## config.mk

```make
export PLATFORM = sky130hd
export DESIGN_NAME = periodic_irq_gen
export DESIGN_NICKNAME = d
export VERILOG_FILES = /design/src/rtl/pig_pkg.sv /design/src/rtl/pig_prescaler.sv /design/src/rtl/pig_tick_sel.sv /design/src/rtl/pig_status.sv /design/src/rtl/periodic_irq_gen.sv
export SDC_FILE = /design/constraint.sdc
export NUM_CORES = 1
export LEC_CHECK = 0
export BUFFER_PORTS_ARGS = -buffer_cell sky130_fd_sc_hd__buf_2
export CORE_MARGIN = 2
export CORE_UTILIZATION = 58
export CTS_CLUSTER_DIAMETER = 80
export DETAILED_ROUTE_END_ITERATION = 7
export PLACE_DENSITY = 0.88
export SYNTH_ARGS = -nofsm -noshare
export SYNTH_HDL_FRONTEND = slang
export SYNTH_HIERARCHICAL = 1
export SYNTH_SLANG_ARGS = --single-unit
```

## constraint.sdc

```tcl
create_clock -name clk -period 3.3 [get_ports clk]
set_input_delay 0.165 -clock clk [delete_from_list [all_inputs] [get_ports clk]]
set_output_delay 0.165 -clock clk [all_outputs]
set_load 0.02 [all_outputs]
```

## src/rtl/pig_pkg.sv

```systemverilog
// Package for the periodic interrupt generator.
// Holds the rate-code width and the mapping from rate code to the number of
// prescale bits that must wrap to zero for a tick.
package pig_pkg;
    localparam int CODE_W = 4;

    // Map a rate code to its wrap-bit count; 0 means the code is disabled.
    function automatic logic [CODE_W-1:0] rate_shift(input logic [CODE_W-1:0] code);
        logic [CODE_W-1:0] sh;
        case (code)
            4'd0:    sh = 4'd0;
            4'd1:    sh = 4'd7;   // aliases to code 8
            4'd2:    sh = 4'd8;   // aliases to code 9
            default: sh = code - 4'd1;
        endcase
        return sh;
    endfunction
endpackage

```

## src/rtl/pig_prescaler.sv

```systemverilog
// Free-running prescale counter of the timebase.
// Assumes tbase_tick is a single-cycle pulse synchronous to clk.
// div_hold forces the count to zero and blocks advancing.
module pig_prescaler #(
    parameter int CNT_W = 15
) (
    input  logic             clk,
    input  logic             rst_n,
    input  logic             tbase_tick,
    input  logic             div_hold,
    output logic [CNT_W-1:0] cnt,
    output logic [CNT_W-1:0] cnt_nxt,
    output logic             adv
);
    // Advance qualifier and next count value.
    always_comb begin
        adv     = tbase_tick & ~div_hold;
        cnt_nxt = cnt + 1'b1;
    end

    // Counter register: cleared by reset or divider hold.
    always_ff @(posedge clk) begin
        if (!rst_n || div_hold) begin
            cnt <= '0;
        end else if (adv) begin
            cnt <= cnt_nxt;
        end
    end
endmodule

```

## src/rtl/pig_tick_sel.sv

```systemverilog
// Tick selector: raises tick when the advancing count wraps its low
// (effective code - 1) bits to zero. Assumes CNT_W >= 15 so every code fits.
module pig_tick_sel #(
    parameter int CNT_W = 15
) (
    input  logic                       adv,
    input  logic [CNT_W-1:0]           cnt_nxt,
    input  logic [pig_pkg::CODE_W-1:0] rate_code,
    input  logic                       per_en,
    output logic                       tick
);
    logic [CNT_W-1:0]           wrap;
    logic [pig_pkg::CODE_W-1:0] shift;

    assign wrap[0] = 1'b0;
    // One wrap detector per possible boundary width.
    for (genvar s = 1; s < CNT_W; s++) begin : g_wrap
        assign wrap[s] = (cnt_nxt[s-1:0] == '0);
    end

    // Select the detector for the current code and qualify it.
    always_comb begin
        shift = pig_pkg::rate_shift(rate_code);
        tick  = adv & per_en & (rate_code != '0) & wrap[shift];
    end
endmodule

```

## src/rtl/pig_status.sv

```systemverilog
// Status flags: a tick sets the periodic and master flags and the request
// line; a status read clears them. A tick on the read edge takes priority.
module pig_status (
    input  logic clk,
    input  logic rst_n,
    input  logic tick,
    input  logic stat_rd,
    output logic per_flag,
    output logic irq_flag,
    output logic irq
);
    // Flag registers with set-over-clear priority.
    always_ff @(posedge clk) begin
        if (!rst_n) begin
            per_flag <= 1'b0;
            irq_flag <= 1'b0;
            irq      <= 1'b0;
        end else if (tick) begin
            per_flag <= 1'b1;
            irq_flag <= 1'b1;
            irq      <= 1'b1;
        end else if (stat_rd) begin
            per_flag <= 1'b0;
            irq_flag <= 1'b0;
            irq      <= 1'b0;
        end
    end
endmodule

```

## src/rtl/periodic_irq_gen.sv

```systemverilog
// Top of the periodic interrupt generator. Assumes all control inputs are
// registered in the host register file and tbase_tick is a one-cycle pulse.
module periodic_irq_gen #(
    parameter int CNT_W = 15
) (
    input  logic                       clk,
    input  logic                       rst_n,
    input  logic                       tbase_tick,
    input  logic [pig_pkg::CODE_W-1:0] rate_code,
    input  logic                       per_en,
    input  logic                       div_hold,
    input  logic                       stat_rd,
    output logic                       per_flag,
    output logic                       irq_flag,
    output logic                       irq
);
    logic [CNT_W-1:0] pre_cnt;
    logic [CNT_W-1:0] pre_nxt;
    logic             pre_adv;
    logic             tick;

    pig_prescaler #(.CNT_W(CNT_W)) u_pre (
        .clk(clk), .rst_n(rst_n), .tbase_tick(tbase_tick), .div_hold(div_hold),
        .cnt(pre_cnt), .cnt_nxt(pre_nxt), .adv(pre_adv)
    );

    pig_tick_sel #(.CNT_W(CNT_W)) u_sel (
        .adv(pre_adv), .cnt_nxt(pre_nxt), .rate_code(rate_code),
        .per_en(per_en), .tick(tick)
    );

    pig_status u_stat (
        .clk(clk), .rst_n(rst_n), .tick(tick), .stat_rd(stat_rd),
        .per_flag(per_flag), .irq_flag(irq_flag), .irq(irq)
    );
endmodule

```

==> results.toml, run 1 <==
[clocking]
clkSlewWorstSetupHoldPaths_ns = 0.09
cts_sinks = 15
postCtsSetupRepairBufs = 0
cts_made_buffers = 3
clock_latency_ns = 0.29
htree_num_levels = 1
clockRootBuffer = "clkbuf_4"
cts_tree = "done"
cts-hold-fix-buffers = 0
clockBufferDepth = 2
cts-resized-gates = 0

[final_layout]
area_delta_synth_final_pct = 1.80
final_core_utilization_pct = 63.2
final.fill_count = 186
layout-drive-gt1-share_pct = 15.6
antenna-diode-count = 0
final_nets = 189

[global_route]
global_route_wire_length_before_repair_mm = 4.95
globalRouteOverflowTotal = 0
antenna_found_initial = 0
grt_pass1_vias = 1161
grt_start_max_net_pins = 13
globalRouteTotalUtil_pct = 24.2

[logic_synthesis]
synthesis.area_per_instance_um2 = 8.06
ys_warn_count = 6
syn_inst = 172
synth.net_count = 187
synthesized_cell_area_um2 = 1390

[sta]
rsz0062_at_grt = "no"
finalHoldViolations = 0
fin_hold_ws_ns = 0.110
worst_pin_slew_ns = 0.678
fin_crit_ns = 2.55
fin_setup_tns_ns = 0
fmax_ghz = 0.393
timing.final.max_slew_violations = 0
max_slew_margin_pct = 54.7
timing.clock.skew_ns = 0.00646
number_of_setup_violations_in_the_final_report = 0
min_period_over_period_pct = 77.2

[critical_path]
cpMaxStageDelayCell = "nand3_1"
timing.critical_path.required_ns = 3.54
cp_num_buf_inv = 0
critPathLaunchType = "flop"
critical-path-top-cell-by-count = "nor3_1"
timing.critical_path.arrival_ns = 2.79
timing.critical_path.fanout_max = 11
critical_path.max_stage_delay_ns = 0.52
crit_chain = "nand3_1 > nor3_1 > xnor2_1 > nor3_1 > nand2_1 > nor3_1 > a31oi_1 > a22oi_1 > o21a_1"
cp_delay_by_family_top = "simple AND/OR/NAND/NOR gates"
path_class = "reg -> reg"
end_kind = "flop"

[die]
chipWidth_um = 52.9
ioPinCount = 13
floorplan.die_area_um2 = 2800
start_util_pct = 62.1
die_y_um = 52.9
core.rowCount = 17
floorplan.core_area_um2 = 2230

[power_and_ir_drop]
internal-power_uw = 251
p_per_area_nw_per_um2 = 246
vdd_ir_drop_max_v = 0.000200
p_switching_uw = 96.1
share_comb_of_total_power_pct = 16.4
seq_power_share_pct = 52.9
clockPowerShare_pct = 30.7
swShare_pct = 27.7
total_power_uw = 347
leakagePower_nw = 0.595

[routing]
route.vias.total = 1257
route.layer.met1.wl_mm = 1.37
wirelength_mm = 3.01
met3_length_um = 160
detail-route-antenna-nets = 0
post-route-drc-count = 0
drt_pass1_iterations = 4
drt_iter0_drc = 46
met2_length_mm = 1.42
vias_per_cell = 6.25
top_signal_layer_used = "met4"
route.detailed.wl_per_inst_um = 15.0

[outcome]
status = "finished clean"

[place]
buffer_ports.inserted = 12
dpl.hpwl_mm = 2.18
place_congestion = 0.847

[run]
timing.max_cap.violations = 0

[hold_path]
timing.hold.worst.class = "in -> reg"
-- layout by cell type (no fill, tap or decap), types with 4 or more instances in the layout --
cell type and n:
nand3_1 6, inv_1 8, o21ai_0 4, ha_1 5, dfxtp_1 15, nand2_1 14, nand4_1 4, buf_2 12
nor3_1 7, xor2_1 10, nor2_1 14, or4_1 5, xnor2_1 6, a31oi_1 4, a21oi_1 10, o31ai_1 6
mux2i_1 5
-- layout make-up --
type,instances,area (um^2),area share (%)
multi-input combinational,134,960,68.0
sequential,15,300,21.3
timing repair buffer,12,60.1,4.26
tap,28,35.0,2.48
inverter,8,30.0,2.13
clock buffer,4,26.3,1.86
-- final timing paths --
kind,from,end,slack (ns),depth (start not counted)
worst max register to register,u_pre/cnt[2],u_stat/irq,0.75,9
worst min register to register,u_pre/cnt[13],u_pre/cnt[13],0.47,2
worst max-delay path,u_pre/cnt[2],u_stat/irq,0.75,9
worst min-delay path,rst_n,u_stat/irq,0.11,2
-- power by group through the flow --
stage / sequential (mW) / combinational [mW] / clock, mW
3_3_place_gp: 0.187 / 0.0533 / 0
6_report: 0.183 / 0.0569 / 0.106
5_1_grt: 0.184 / 0.0624 / 0.120
2_1_floorplan: 0.188 / 0.0404 / 0
3_5_place_dp: 0.188 / 0.0551 / 0
4_1_cts: 0.183 / 0.0556 / 0.112
-- per-stage QoR --
step	std cells	area, um^2	worst slack [ns]
2_1_floorplan	172	1390	1.01
3_3_place_gp	197	1390	0.914
3_5_place_dp	197	1390	0.803
4_1_cts	201	1410	0.799
5_1_grt	201	1410	0.439
6_report	201	1410	0.753
-- registers in the layout, indices dropped and copies added (netlist names) --
| name | cells |
|---|---|
| u_pre/cnt | 14 |
| u_stat/irq | 1 |
-- per-layer routing --
layer / vias to the layer above / track usage (%)
li1: 621 / -
met1: 579 / 29.4
met2: 50 / 40.6
met3: 7 / 3.95
met4: 0 / 12.4
met5: - / 0
-- worst register-to-register path, stage by stage, from the launching register on --
cell and delay, ns:
dfxtp_1 0.49, nand3_1 0.52, nor3_1 0.41, xnor2_1 0.12
nor3_1 0.28, nand2_1 0.09, nor3_1 0.18, a31oi_1 0.10
a22oi_1 0.17, o21a_1 0.15
Note: power is estimated with default switching activity, not from simulation.
==> run 2: changes to the inputs <==
- clock period: 3.3 -> 2.5 ns (I/O delays scaled with it)
==> results.toml, run 2 (synthesis results as in run 1) <==
[outcome]
status = "finished clean"

[global_route]
grt_start_max_net_pins = 12
global_route_wire_length_before_repair_mm = 4.79
grt_pass1_vias = 1076
globalRouteOverflowTotal = 0
globalRouteTotalUtil_pct = 23.1
antenna_found_initial = 0

[clocking]
htree_num_levels = 1
cts-resized-gates = 0
clkSlewWorstSetupHoldPaths_ns = 0.09
clockBufferDepth = 2
clockRootBuffer = "clkbuf_4"
cts_made_buffers = 3
postCtsSetupRepairBufs = 0
clock_latency_ns = 0.29
cts_tree = "done"
cts-hold-fix-buffers = 0
cts_sinks = 15

[routing]
route.vias.total = 1217
post-route-drc-count = 0
route.detailed.wl_per_inst_um = 14.1
drt_iter0_drc = 52
drt_pass1_iterations = 4
vias_per_cell = 5.97
detail-route-antenna-nets = 0
wirelength_mm = 2.88

[critical_path]
worst-r2r-cell-count = 11
timing.critical_path.arrival_ns = 2.57
worst_setup_path_startpoint = "u_pre/cnt[1]"
critPathLaunchType = "flop"
timing.reg2reg.setup_slack_ns = 0.17
end_kind = "flop"
critPathCapture = "u_stat/irq"
timing.critical_path.required_ns = 2.74
timing.critical_path.fanout_max = 11
critical_path.reg2reg.endpoint = "u_stat/irq"
r2r-start = "u_pre/cnt[1]"
path_class = "reg -> reg"

[power_and_ir_drop]
leakagePower_nw = 0.605
p_per_area_nw_per_um2 = 316
vdd_ir_drop_max_v = 0.000244

[die]
chipWidth_um = 52.9
start_util_pct = 62.1
floorplan.core_area_um2 = 2230
core.rowCount = 17
floorplan.die_area_um2 = 2800
die_y_um = 52.9
ioPinCount = 13

[sta]
max_slew_margin_pct = 68.5
worst_pin_slew_ns = 0.471
fin_crit_ns = 2.33
timing.final.max_slew_violations = 0
fmax_ghz = 0.430
rsz0062_at_grt = "no"
fin_setup_tns_ns = 0
timing.clock.skew_ns = 0.00879
finalHoldViolations = 0
min_period_over_period_pct = 93.1
number_of_setup_violations_in_the_final_report = 0

[final_layout]
most-common-layout-cells = "nor2_1, nand2_1, dfxtp_1"
largest_register_ff_count = 14
final_core_utilization_pct = 64.8
biggestRegsByFlops = "u_pre/cnt x14, u_stat/irq x1"
final_nets = 192
registers.top_by_ff_count = "u_pre/cnt"
antenna-diode-count = 0
area_delta_synth_final_pct = 4.42
layout-drive-gt1-share_pct = 19.3

[hold_path]
timing.hold.worst.class = "in -> reg"

[place]
dpl.hpwl_mm = 2.19
place_congestion = 0.800
buffer_ports.inserted = 12

[run]
timing.max_cap.violations = 0
[run 2: changes by cell type in the layout (fill, tap and decap cells not counted), sizes merged]
cell	previous run	this run
buf	12	15
[run 2: worst min-delay path by stage]
stage          startpoint  cells past startpoint    endpoint  slack, ns
6_report            rst_n                      2  u_stat/irq       0.06
3_5_place_dp        rst_n                      2  u_stat/irq       0.36
4_1_cts             rst_n                      2  u_stat/irq       0.05
5_1_grt             rst_n                      2  u_stat/irq       0.06
2_1_floorplan       rst_n                      1  u_stat/irq       0.24
3_3_place_gp        rst_n                      2  u_stat/irq       0.36
[run 2: area by class of cell]
class                      count  area, um^2
inverter                       8        30.0
timing repair buffer          15        82.6
clock buffer                   4        26.3
tap                           28        35.0
sequential                    15         302
fill                         191         786
multi-input combinational    134         972
[run 2: power by group]
part           total (mW)  switching (mW)  internal (mW)
combinational      0.0752          0.0465         0.0287
clock               0.141          0.0786         0.0620
sequential          0.242         0.00200          0.240
[run 2: worst max-delay path, stage by stage (launching register included)]
cell and delay, ns:
dfxtp_1 0.40, ha_2 0.26, nand4_2 0.13, buf_4 0.20
nor2_1 0.13, xor2_1 0.13, nor3_1 0.29, nand2_1 0.08
nor3_1 0.22, a31oi_1 0.13, a22oi_1 0.18, o21a_1 0.14
[run 2: metal layers]
layer | routed length (um) | track usage, %
met4 | 14 | 7.26
met5 | 0 | 0
met3 | 116 | 4.52
met1 | 1350 | 31.3
met2 | 1400 | 36.9
[run 2: through the flow]
| step | worst slack (ns) | cell area, um^2 | cells | power [mW] | hold slack (ns) |
|---|---|---|---|---|---|
| floorplan | 0.210 | 1390 | 172 | 0.301 | 0.242 |
| global placement | 0.291 | 1410 | 200 | 0.317 | 0.358 |
| detailed placement | 0.175 | 1410 | 200 | 0.322 | 0.360 |
| CTS | 0.166 | 1430 | 204 | 0.468 | 0.0451 |
| global route | 0.00589 | 1450 | 204 | 0.486 | 0.0646 |
| finish | 0.173 | 1450 | 204 | 0.458 | 0.0620 |
